$ cat config.mk
export PLATFORM = sky130hd
export DESIGN_NAME = branch_pred_table
export DESIGN_NICKNAME = d
export VERILOG_FILES = /design/src/rtl/bpt_pkg.sv /design/src/rtl/bpt_rst_sync.sv /design/src/rtl/bpt_state_next.sv /design/src/rtl/bpt_entry.sv /design/src/rtl/branch_pred_table.sv
export SDC_FILE = /design/constraint.sdc
export NUM_CORES = 1
export LEC_CHECK = 0
export BUFFER_PORTS_ARGS = -buffer_cell sky130_fd_sc_hd__buf_4
export CORE_AREA = 2 2 357 253
export DETAILED_ROUTE_END_ITERATION = 6
export DIE_AREA = 0 0 359 255
export HOLD_SLACK_MARGIN = 0.06
export PLACE_DENSITY = 0.69
export SYNTH_ARGS = -nofsm -noshare
export SYNTH_HDL_FRONTEND = slang
export SYNTH_SLANG_ARGS = --single-unit
$ cat constraint.sdc
create_clock -name clk -period 3 [get_ports clk]
set_input_delay 0.15 -clock clk [delete_from_list [all_inputs] [get_ports clk]]
set_output_delay 0.15 -clock clk [all_outputs]
set_load 0.1 [all_outputs]
$ cat src/rtl/bpt_pkg.sv
package bpt_pkg;
  // Prediction state: the upper bit is the taken/not-taken guess.
  typedef enum logic [1:0] {
    ST_STRONG_NT = 2'b00,
    ST_WEAK_NT   = 2'b01,
    ST_WEAK_T    = 2'b10,
    ST_STRONG_T  = 2'b11
  } pstate_e;

  function automatic logic guess_taken(pstate_e s);
    return s[1];
  endfunction
endpackage

$ cat src/rtl/bpt_rst_sync.sv
module bpt_rst_sync #(
  parameter int STAGES = 2
) (
  input  logic clk,
  input  logic rst_ni,
  output logic rst_sync_no
);
  logic [STAGES-1:0] sync_q;

  always_ff @(posedge clk or negedge rst_ni) begin
    if (!rst_ni) sync_q <= '0;
    else         sync_q <= {sync_q[STAGES-2:0], 1'b1};
  end

  assign rst_sync_no = sync_q[STAGES-1];
endmodule

$ cat src/rtl/bpt_state_next.sv
module bpt_state_next
  import bpt_pkg::*;
(
  input  pstate_e cur_i,
  input  logic    taken_i,
  input  logic    two_bit_i,
  output pstate_e nxt_o
);
  always_comb begin
    nxt_o = cur_i;
    if (!two_bit_i) begin
      nxt_o = taken_i ? ST_STRONG_T : ST_STRONG_NT;
    end else if (taken_i) begin
      if (cur_i != ST_STRONG_T) nxt_o = pstate_e'(cur_i + 2'd1);
    end else begin
      if (cur_i != ST_STRONG_NT) nxt_o = pstate_e'(cur_i - 2'd1);
    end
  end
endmodule

$ cat src/rtl/bpt_entry.sv
module bpt_entry
  import bpt_pkg::*;
#(
  parameter int ADDR_W = 32,
  parameter int TAG_W  = 26
) (
  input  logic              clk,
  input  logic              rst_ni,
  input  logic              alloc_i,
  input  logic              st_wr_i,
  input  logic              tgt_wr_i,
  input  logic [TAG_W-1:0]  tag_i,
  input  logic [ADDR_W-1:0] tgt_i,
  input  pstate_e           st_i,
  output logic              valid_o,
  output logic [TAG_W-1:0]  tag_o,
  output logic [ADDR_W-1:0] tgt_o,
  output pstate_e           st_o
);
  logic              valid_q;
  logic [TAG_W-1:0]  tag_q;
  logic [ADDR_W-1:0] tgt_q;
  pstate_e           st_q;

  always_ff @(posedge clk or negedge rst_ni) begin
    if (!rst_ni)      valid_q <= 1'b0;
    else if (alloc_i) valid_q <= 1'b1;
  end

  always_ff @(posedge clk) begin
    if (alloc_i)  tag_q <= tag_i;
    if (tgt_wr_i) tgt_q <= tgt_i;
    if (st_wr_i)  st_q  <= st_i;
  end

  assign valid_o = valid_q;
  assign tag_o   = tag_q;
  assign tgt_o   = tgt_q;
  assign st_o    = st_q;
endmodule

$ cat src/rtl/branch_pred_table.sv
module branch_pred_table
  import bpt_pkg::*;
#(
  parameter int ADDR_W = 32,
  parameter int IDX_W  = 4,
  parameter int OFFS_W = 2
) (
  input  logic              clk,
  input  logic              rst_n,
  input  logic              mode_two_bit,
  input  logic [ADDR_W-1:0] fetch_pc,
  output logic              pred_hit,
  output logic              pred_taken,
  output logic [ADDR_W-1:0] pred_next_pc,
  input  logic              rsv_valid,
  input  logic [ADDR_W-1:0] rsv_pc,
  input  logic              rsv_taken,
  input  logic [ADDR_W-1:0] rsv_target,
  input  logic              rsv_mispredict,
  output logic              flush_req
);
  localparam int ENTRIES = 1 << IDX_W;
  localparam int TAG_W   = ADDR_W - IDX_W - OFFS_W;
  localparam logic [ADDR_W-1:0] STEP = ADDR_W'(1 << OFFS_W);

  logic                rst_sync_n;
  logic [ENTRIES-1:0]  entry_vld;
  logic [TAG_W-1:0]    entry_tag [ENTRIES];
  logic [ADDR_W-1:0]   entry_tgt [ENTRIES];
  pstate_e             entry_st  [ENTRIES];

  bpt_rst_sync #(.STAGES(2)) u_rst_sync (
    .clk         (clk),
    .rst_ni      (rst_n),
    .rst_sync_no (rst_sync_n)
  );

  // Fetch-side lookup
  logic [IDX_W-1:0] f_idx;
  logic [TAG_W-1:0] f_tag;
  assign f_idx = fetch_pc[OFFS_W +: IDX_W];
  assign f_tag = fetch_pc[ADDR_W-1 -: TAG_W];

  always_comb begin
    pred_hit     = entry_vld[f_idx] && (entry_tag[f_idx] == f_tag);
    pred_taken   = pred_hit && guess_taken(entry_st[f_idx]);
    pred_next_pc = pred_taken ? entry_tgt[f_idx] : fetch_pc + STEP;
  end

  // Resolve-side update
  logic [IDX_W-1:0] r_idx;
  logic [TAG_W-1:0] r_tag;
  logic             r_hit;
  pstate_e          r_next;
  assign r_idx = rsv_pc[OFFS_W +: IDX_W];
  assign r_tag = rsv_pc[ADDR_W-1 -: TAG_W];
  assign r_hit = entry_vld[r_idx] && (entry_tag[r_idx] == r_tag);

  bpt_state_next u_state_next (
    .cur_i     (entry_st[r_idx]),
    .taken_i   (rsv_taken),
    .two_bit_i (mode_two_bit),
    .nxt_o     (r_next)
  );

  for (genvar i = 0; i < ENTRIES; i++) begin : g_entry
    localparam logic [IDX_W-1:0] MY_IDX = IDX_W'(i);
    logic    sel, alloc, st_wr, tgt_wr;
    pstate_e st_in;

    always_comb begin
      sel    = rsv_valid && (r_idx == MY_IDX);
      alloc  = sel && !r_hit && rsv_taken;
      st_wr  = alloc || (sel && r_hit);
      tgt_wr = sel && rsv_taken;
      st_in  = alloc ? ST_WEAK_T : r_next;
    end

    bpt_entry #(.ADDR_W(ADDR_W), .TAG_W(TAG_W)) u_entry (
      .clk      (clk),
      .rst_ni   (rst_sync_n),
      .alloc_i  (alloc),
      .st_wr_i  (st_wr),
      .tgt_wr_i (tgt_wr),
      .tag_i    (r_tag),
      .tgt_i    (rsv_target),
      .st_i     (st_in),
      .valid_o  (entry_vld[i]),
      .tag_o    (entry_tag[i]),
      .tgt_o    (entry_tgt[i]),
      .st_o     (entry_st[i])
    );
  end

  // Flush request: one cycle after a reported mispredict
  logic flush_d, flush_q;
  always_comb flush_d = rsv_valid && rsv_mispredict;

  always_ff @(posedge clk or negedge rst_sync_n) begin
    if (!rst_sync_n) flush_q <= 1'b0;
    else             flush_q <= flush_d;
  end

  assign flush_req = flush_q;
endmodule

---- Yosys cells after proc, flatten, opt, wreduce, memory -nomap -nowiden ----
Cells that the tools add are included.
cells by class
  add/sub/neg operators ................... 3
  mux-type cells .......................... 25
  reductions and logical operators ........ 103
  $lt $le $gt $ge ......................... 4
  bitwise operators ....................... 2
  equal/unequal tests ..................... 18
operators by type and width
  cell                                                 count
  binary-select mux 26 bit (select 4 bit)              2
  binary-select mux 32 bit (select 4 bit)              1
  two-way mux 26 bit                                   4
  two-way mux 32 bit                                   3
  logical AND 1 bit                                    84
  == test 26 bit                                       2
  adder 32 x 3 -> 32 bit (second input constant)       1
  == test 4 bit (second input constant)                8
  two-way mux 2 bit                                    9
  binary-select mux 2 bit (select 4 bit)               2
  == test 4 x 3 -> 1 bit (second input constant)       4
  logical OR 1 bit                                     16
  >= comparator 5 bit (second input constant)          2
  < comparator 4 x 5 -> 1 bit (second input constant)  2
  NOT 4 -> 5 bit                                       2
  binary-select mux 1 bit (select 4 bit)               2
  == test 4 x 2 -> 1 bit (second input constant)       2
  == test 4 x 1 -> 1 bit (second input constant)       1
  zero test 4 bit                                      1
  adder 2 x 1 -> 2 bit (second input constant)         1
  two-way mux 1 bit                                    2
  != test 2 bit (second input constant)                1
  nonzero test 2 bit                                   1
  subtractor 2 x 1 -> 2 bit (second input constant)    1
  zero test 1 bit                                      1
storage, ports and cells
  input bits .............................. 102
  output and inout port bits .............. 35
  register bits after elaboration ......... 979
  logic and storage cells ................. 221

---- Depth between registers and ports, before layout ----
Gate-level depths: netlist (run 1).
  word-level depth ........................ 10
  depth in mapped cells ................... 15
  gate-level depth less buffers ........... 9

---- By module ----
A second synthesis (run 1) with hierarchy kept.
unflattened totals
  cell total of the unflattened synthesis .. 2249
  area, all modules ....................... 43787.0 sq um
modules (own cells, without submodules)
  module             cells each  times used  sequential area each (sq um)  area an instance (sq um)
  bpt_entry          62          16          1826.8                        1833.0
  branch_pred_table  1247        1           25.0                          14371.3
  bpt_rst_sync       3           1           50.0                          53.8
  bpt_state_next     7           1           0.0                           33.8

---- Worst setup path before layout (run 1) ----
OpenSTA, ideal clock, no wires.
  path kind ............................... input to output
  start ................................... in fetch_pc[3]
  end ..................................... out pred_hit
  required time ........................... 2.850 ns
  data arrival time ....................... 5.301 ns
  setup slack ............................. -2.451 ns
  cell stages on the path ................. 12
  buffers on the path ..................... 4
  path through ............................ buf_6 buf_12 buf_6 buf_4 mux2i_1 a22oi_1 and3_1 or4_1 nor4_1 nand4b_1 or3_1 nor4_1
on the way
  word-level cells in the longest chain between the ends .. 6
  elaborated cells on any way between the ends .. 8
  those cells by class .................... eq/ne: 1; mux: 5; bitwise: 1; reduce/logical: 1
ends and longest elaborated chain
  what                                                   RTL line                 text
  start, declared                                        branch_pred_table.sv:11  input logic [ADDR_W-1:0] fetch_pc,
  NOT 4 -> 5 bit (implied by the code)                   branch_pred_table.sv:45  pred_hit = entry_vld[f_idx] && (entry_tag[f_idx] == f_tag);
  binary-select mux 26 bit (select 4 bit)                branch_pred_table.sv:45
  two-way mux 26 bit (implied by the code) (2 in a row)  branch_pred_table.sv:45
  == test 26 bit                                         branch_pred_table.sv:45
  logical AND 1 bit (*)                                  branch_pred_table.sv:45
  end, declared                                          branch_pred_table.sv:12  output logic pred_hit,
Mark *: on every way between the ends. The rest lies on a longest branch, timed or not. The select of a mux whose other input is x is not followed.

---- Worst setup path in the final report (run 1) ----
  start ................................... reg g_entry[6].u_entry.tag_q[17]
  end ..................................... out pred_next_pc[21]
on the way
  word-level cells in the longest chain between the ends .. 7
ends and longest elaborated chain
  what                                                   RTL line                 text
  start, declared                                        bpt_entry.sv:21          logic [TAG_W-1:0] tag_q;
  start signal, assigned                                 bpt_entry.sv:31          if (alloc_i) tag_q <= tag_i;
  binary-select mux 26 bit (select 4 bit)                branch_pred_table.sv:45
  two-way mux 26 bit (implied by the code) (2 in a row)  branch_pred_table.sv:45
  == test 26 bit                                         branch_pred_table.sv:45
  logical AND 1 bit                                      branch_pred_table.sv:45
  logical AND 1 bit                                      branch_pred_table.sv:46  pred_taken = pred_hit && guess_taken(entry_st[f_idx]);
  two-way mux 32 bit                                     branch_pred_table.sv:47  pred_next_pc = pred_taken ? entry_tgt[f_idx] : fetch_pc + STEP;
  end, declared                                          branch_pred_table.sv:14  output logic [ADDR_W-1:0] pred_next_pc,
Every way passes these cells. The select of a mux whose other input is x is not followed.

==> run metrics, run 1 <==
status complete, but fails checks; failing checks setup timing; top fanout value on the critical path 8; worst reg2reg path startpoint g_entry[7].u_entry.tag_o[1]$_DFFE_PP_; Final Cycle Share 142%; share of cells above drive strength 1 a little over two fifths; maxcap violations 0; Max Slew Vio Count 0; cts bufs inserted 92; clk slew on worst S/H paths 70 ps; pin count of the biggest net entering global routing 75; post-DP HPWL 95600 µm; fin worst setup slack -1270 ps; synth warn 0; number of enable flip-flop cells after synthesis 960; fin crit period 4270 ps; H-tree depth 3; Post-DRT Antenna Nets 0; Avg WL per Cell 34.0 µm; clock skew 35.8 ps; Slew headroom around a third; DRC 0; DR vias 27600; grt ovf 0; first-pass GRT wire length approximately 200000 µm; Worst setup EP type output port; Hold Path Sink g_entry[3].u_entry.st_o[0]$_SDFFCE_PP0P_; fmax around 0.23 GHz; GRT Util Overall 31.2%; worst hold stages 2; Setup CP Type reg2out; top post-synthesis cells by area edfxtp_1 (66%), mux4_2 (17%), mux2i_1 (3.4%); Reg2Reg Setup Slack -640 ps; Worst EP arrival around 4100 ps; die area a little over 90000 µm²; Die Span Y 255 µm; leading area contributor after synthesis edfxtp_1; Synth top area share roughly 66%; Initial DRC Count ~4600; VDD IR max 530 µV; Ports 137; Placer Congestion 1.05; RR Endpoint g_entry[12].u_entry.tag_o[2]$_DFFE_PP_; Syn Nets 2364; Die Wd 359 µm; post-synthesis sequential area ratio 66.8%; Post-synth ARST share 1.94%; Port Buf Inserts 134; ys flop type edfxtp_1; vias in the first global route 27200; Lkg Pwr 0.0198 µW; Netlist cell types 76; synthesized cell area 43800 µm²; initial antenna violation count 12; unrepaired setup endpoints after global routing true; FF+latch count, synth around 980; Area growth syn-to-layout 28.4%; Gate Count Post-Synth 2261; core area 88800 µm²; DR vias/cell 6.56; clk buf depth 3; Clock Latency Late Sink 680 ps; Rows 92; Worst Reg-to-Reg Cells 14; HP Class in2reg; Starting Density 49.4%; worst slew pin tran 989 ps; Power Total just over 30000 µW; Final Setup Violations 530; pwr dens 540 nW/µm²; syn avg cell area 19.4 µm²; Startpoint Class register; clk sink count 979; HP Start rsv_taken; Final #Nets 3050; first drt pass iteration count 6; Worst Path Required 2850 ps; drt total wl 143000 µm; Root Buffer clkbuf_16; Hold WS ~150 ps; CTS tree done; Hold Vio Cnt, Final 0
## kinds of logic after synthesis
family	after synthesis	share of synthesized area, %
AO/OA/AOI/OAI	220	3.71
XOR/XNOR	68	1.36
adder cells (fa/ha/maj)	1	0.0285
buffers and inverters	192	2.22
flip-flops	979	66.8
multiplexers	551	22.9
other	1	0.00855
AND/OR/NAND/NOR	249	2.91
## through the flow
stage | setup TNS (ps) | util (%) | instance area (µm²) | worst slack, ps | std cells
floorplan | -6590 | - | 44200 | -406 | 2261
global placement | -419610 | 56.9 | 50500 | -1040 | 3890
detailed placement | -436660 | 56.9 | 50500 | -1100 | 3890
CTS | -243290 | 62.9 | 55800 | -1410 | 4176
global route | -297910 | 63.4 | 56300 | -1350 | 4198
finish | -243000 | 63.4 | 56300 | -1270 | 4202
## cell usage in the layout (no fill, tap or decap), types with 9 or more instances in the layout
master	synthesis	final
nor4_1	13	10
a21oi_1	18	16
clkbuf_16	0	99
o21bai_1	16	16
inv_1	38	21
nand4_1	12	12
o21a_1	18	18
o21ai_0	32	23
o22ai_1	16	15
clkinv_1	1	22
buf_4	21	469
and2_1	10	10
inv_2	2	19
dlygate4sd3_1	0	62
buf_12	5	150
xnor2_1	41	36
mux2i_1	147	131
mux4_2	332	336
and3_1	9	9
o211a_1	16	10
nand2_1	68	66
mux2_4	29	32
o21ai_1	0	9
nor2b_1	14	14
a22oi_1	33	31
clkbuf_1	51	14
clkinv_2	0	21
xor2_1	27	25
buf_6	5	28
buf_16	0	23
nand3_1	26	24
a22o_1	9	9
dfrtp_1	19	19
nor2_4	0	17
nor2_1	47	30
edfxtp_1	960	960
mux2_2	30	28
## registers in the layout, summed over array words and instances (netlist names)
signal	cells
u_rst_sync.sync_q	2
g_entry.u_entry.st_o	32
g_entry.u_entry.valid_o	16
flush_req	1
g_entry.u_entry.tgt_o	512
g_entry.u_entry.tag_o	416
## power breakdown
| group | switching, µW | internal, µW | total, µW | leakage (µW) |
|---|---|---|---|---|
| Combinational | 1930 | 1590 | 3520 | 0.00950 |
| Clock | 5160 | 6360 | 11500 | 0.00143 |
| Sequential | 99.2 | 15200 | 15300 | 0.00887 |
| Total | 7190 | 23200 | 30400 | 0.0198 |
## routing by layer
layer | vias to the layer above | global-route usage (%) | share of wire [%]
li1 | 10900 | - | -
met1 | 14300 | 46.5 | 40
met2 | 2082 | 44.8 | 43
met3 | 270 | 9.28 | 14
met4 | 14 | 9.16 | 2.8
met5 | - | 0 | 0.060
## layout make-up
cell class	count	area [µm²]
clock buffer	108	2400
tap	1175	1470
antenna	6	15.0
fill	5961	32500
inverter	41	155
timing repair buffer	743	8310
multi-input combinational	1090	14100
sequential	979	29300
clock inverter	60	513
## synthesized netlist by cell type, drive strengths merged, types with 9 or more instances
cell type  count
nand3         26
mux2          60
and2          11
o21a          18
nor2          48
inv           40
xnor2         41
mux4         344
nand4         12
and4           9
o22ai         16
o21bai        16
buf          100
mux2i        147
nor4          13
a22oi         33
a22o           9
edfxtp       960
nand2         68
dfrtp         19
o21ai         32
o211a         16
nor2b         14
and3           9
xor2          27
a21oi         18
clkbuf        51
## repair_timing
| item | 4_1_cts | 5_1_grt |
|---|---|---|
| pin swaps | 30 | 19 |
| setup buffers | 39 | 25 |
| resized for setup | 193 | 49 |
| hold buffers | 62 | 0 |
| setup endpoints to repair | 530 | 530 |
| endpoints found under the hold margin | 922 | 0 |
| gates cloned | 24 | 4 |
## worst max-delay path, cell delays in order, from the launching register on
cell	delay, ps
edfxtp_1	390
mux4_2	470
mux4_2	540
xor2_2	200
nor4bb_4	280
nand3_2	200
or4_4	610
buf_16	220
mux2_4	330
buf_12	170
## how the worst max path moves through the flow
stage / to / depth (start not counted) / from / slack (ps)
floorplan: pred_hit / 12 / fetch_pc[3] / -410
global placement: pred_next_pc[25] / 13 / fetch_pc[3] / -1040
detailed placement: pred_next_pc[14] / 13 / fetch_pc[3] / -1100
CTS: pred_next_pc[2] / 9 / g_entry[7].u_entry.tag_o[17]$_DFFE_PP_ / -1410
global route: pred_next_pc[21] / 9 / g_entry[15].u_entry.tag_o[17]$_DFFE_PP_ / -1350
finish: pred_next_pc[21] / 9 / g_entry[6].u_entry.tag_o[17]$_DFFE_PP_ / -1270
Power figures use the tool's default switching activity.
==> inputs of run 2 (changes only) <==
SYNTH_HIERARCHICAL = 1   (was not set)
==> run metrics, run 2 <==
Clk pwr share 37.7% (-0.2 points); Startpoint Class register; Clock Latency Late Sink 680 ps (about the same); RR Endpoint g_entry[15].u_entry/st_o[1]$_DFFE_PP_; Port Buf Inserts 134 (unchanged); Lkg Pwr 0.0195 µW (-1.5%); Final #Nets 3045 (-0.16%); core area 88800 µm² (unchanged); failing checks setup timing; Netlist cell types 76 (unchanged); FF+latch count, synth 979 (unchanged); status complete, but fails checks; Worst Reg-to-Reg Cells 11 (-3); HP Class in2reg; cts bufs inserted 92 (unchanged); Layout Cells excl Fill 4191 (-0.26%); worst slew pin tran 1370 ps (+379 ps); Comb power frac 11.7% (about the same); Syn Nets 2352 (-0.51%); worst reg2reg path startpoint g_entry[10].u_entry/tag_o[15]$_DFFE_PP_; internal cell power 23100 µW (-0.48%); Area growth syn-to-layout 28.0%; Max Slew Vio Count 0 (unchanged); Final Cycle Share 157% (+15 points); pin count of the biggest net entering global routing 90 (+20%); post-synthesis sequential area ratio 66.9% (+0.082 points); fmax 0.213 GHz (-9.3%); Inst Count DP 3879 (-0.28%); first drt pass iteration count 6 (unchanged); clock skew 29.1 ps (-6.66 ps); DR vias 27300 (-1.1%); VDD IR max 455 µV (-14%); Synth top area share 65.8% (+0.081 points); Worst Path Required 2850 ps (about the same); Post-DRT Antenna Nets 0 (unchanged); Setup CP Type reg2out; clk sink count 979 (unchanged); CTS tree done; Placer Congestion 0.950 (-9.6%); Placement Setup Slack -1410 ps (-318 ps); setup TNS -299010 ps (-56010 ps); Avg WL per Cell 33.5 µm (-1.4%); synthesized cell area 43800 µm² (-0.12%); Die Wd 359 µm (unchanged); Worst EP arrival 4550 ps (+430 ps); number of enable flip-flop cells after synthesis 960 (unchanged); share of cells above drive strength 1 43.1% (-0.40 points); Worst setup EP type output port; sequential power share 50.6% (about the same); Rows 92 (unchanged); clk buf depth 3 (unchanged); unrepaired setup endpoints after global routing true; Ports 137 (unchanged); Post-synth ARST share 1.94% (unchanged); first-pass GRT wire length 200000 µm (-1.3%); top fanout value on the critical path 6 (-2); fin crit period 4700 ps (+436 ps); Gate Count Post-Synth 2249 (-0.53%); grt ovf 0 (unchanged); design area 56000 µm² (-0.44%); pwr dens 540 nW/µm² (+0.14%); Hold Vio Cnt, Final 0 (unchanged); DR vias/cell 6.51 (-0.83%); Starting Density 49.3% (-0.061 points); Reg2Reg Setup Slack -620 ps (+20 ps); most frequent cells in the layout edfxtp_1 (960), buf_4 (469), mux4_2 (348); maxcap violations 0 (unchanged); Switching Fraction 23.8% (+0.14 points); NetSw 7210 µW (+0.28%); max reg flops 512 (unchanged); origin of the worst setup path g_entry[6].u_entry/tag_o[8]$_DFFE_PP_; leading area contributor after synthesis edfxtp_1; ys flop type edfxtp_1; Final Setup Violations 530 (unchanged); top post-synthesis cells by area edfxtp_1 (66%), mux4_2 (18%), mux2i_1 (3.2%); Slew headroom 8.69% (-25 points); clk slew on worst S/H paths 60 ps (about the same); Die Span Y 255 µm (unchanged); syn avg cell area 19.5 µm² (+0.41%); Initial DRC Count 4418 (-3.4%); H-tree depth 3 (unchanged); die area 91500 µm² (unchanged); fin worst setup slack -1700 ps (-436 ps); DRC 0 (unchanged); post-DP HPWL 89000 µm (-6.9%); initial antenna violation count 5 (-7); GRT Util Overall 30.8% (-0.44 points); vias in the first global route 27200 (+0.34%); placed inst area 50200 µm² (-0.69%); drt total wl 140000 µm (-1.7%); Root Buffer clkbuf_16; commonest non-fill, non-tap cell in the layout edfxtp_1; Critical Path End pred_next_pc[30]; synth warn 6 (+6); Synth top cells by count edfxtp_1 (960), mux4_2 (348), mux2i_1 (138); most frequent cell after synthesis edfxtp_1
run 2: kinds of logic (layout without fill, tap and decap cells):
logic type / Yosys count / after routing / synth area share (%)
fa+ha+maj: 1 / 1 / 0.0286
other cells: 1 / 3 / 0.00856
flops: 979 / 979 / 66.9
buf+inv: 169 / 934 / 2.13
xor+xnor: 97 / 97 / 1.94
compound gates: 197 / 197 / 3.25
simple gates: 273 / 273 / 3.24
mux: 532 / 532 / 22.5
run 2: cell type report:
cell class / count / area, µm²
Clock inverter: 52 / 472
Tap cell: 1175 / 1470
Antenna cell: 2 / 5.00
Multi-Input combinational cell: 1101 / 14400
Inverter: 27 / 103
Clock buffer: 114 / 2410
Fill cell: 5940 / 32700
Timing Repair Buffer: 741 / 7900
Sequential cell: 979 / 29300
run 2: how the worst min path moves through the flow:
stage / startpoint / to / slack (ps) / cells after the start
final: rsv_valid / g_entry[5].u_entry/st_o[0]$_DFFE_PP_ / 230 / 4
after global routing: rsv_valid / g_entry[8].u_entry/st_o[0]$_DFFE_PP_ / 190 / 4
after CTS: rsv_valid / g_entry[8].u_entry/st_o[0]$_DFFE_PP_ / 120 / 4
after detailed placement: rst_n / u_rst_sync/sync_q[0]$_DFF_PN0_ / -60 / 1
after global placement: rst_n / u_rst_sync/sync_q[0]$_DFF_PN0_ / -70 / 1
after floorplan: rst_n / u_rst_sync/sync_q[0]$_DFF_PN0_ / -150 / 0
run 2: critical path, cell delays in order (launching register included):
cell and delay [ps]:
edfxtp_1 440, mux4_2 530, mux2i_4 270, xor2_4 300
buf_6 160, o211ai_1 370, o31ai_2 400, buf_6 220
and3_4 210, nand4_4 100, buf_12 190, clkbuf_16 180
mux2_4 320, buf_12 170
run 2: metrics by stage:
stage / hold slack (ps) / util [%] / power [µW]
final: 227 / 63.2 / 30300
after global routing: 189 / 63.2 / 31000
after CTS: 117 / 63.3 / 30200
after detailed placement: -64.7 / 56.5 / 18800
after global placement: -65.9 / 56.5 / 18700
after floorplan: -146 / - / 17400
run 2: power groups by stage:
stage / combinational, µW / sequential, µW / clock, µW
5_1_grt: 3670 / 15300 / 12000
6_report: 3550 / 15300 / 11400
3_3_place_gp: 3140 / 15600 / 0
3_5_place_dp: 3190 / 15600 / 0
4_1_cts: 3450 / 15300 / 11500
2_1_floorplan: 1780 / 15600 / 0
run 2: layer usage:
layer | global-route usage [%] | up-vias | wire length, µm
li1 | - | 10800 | -
met1 | 44.5 | 14200 | 55200
met2 | 44.8 | 1959 | 61000
met3 | 10.1 | 300 | 19500
met4 | 9.04 | 6 | 4480
met5 | 1.60 | - | 243
run 2: timing repair:
item,CTS,global route
endpoints found under the setup margin,530,530
pin swaps,47,29
hold buffers,62,0
setup buffers,67,12
endpoints found under the hold margin,931,0
resized for setup,291,65
cloned,34,2
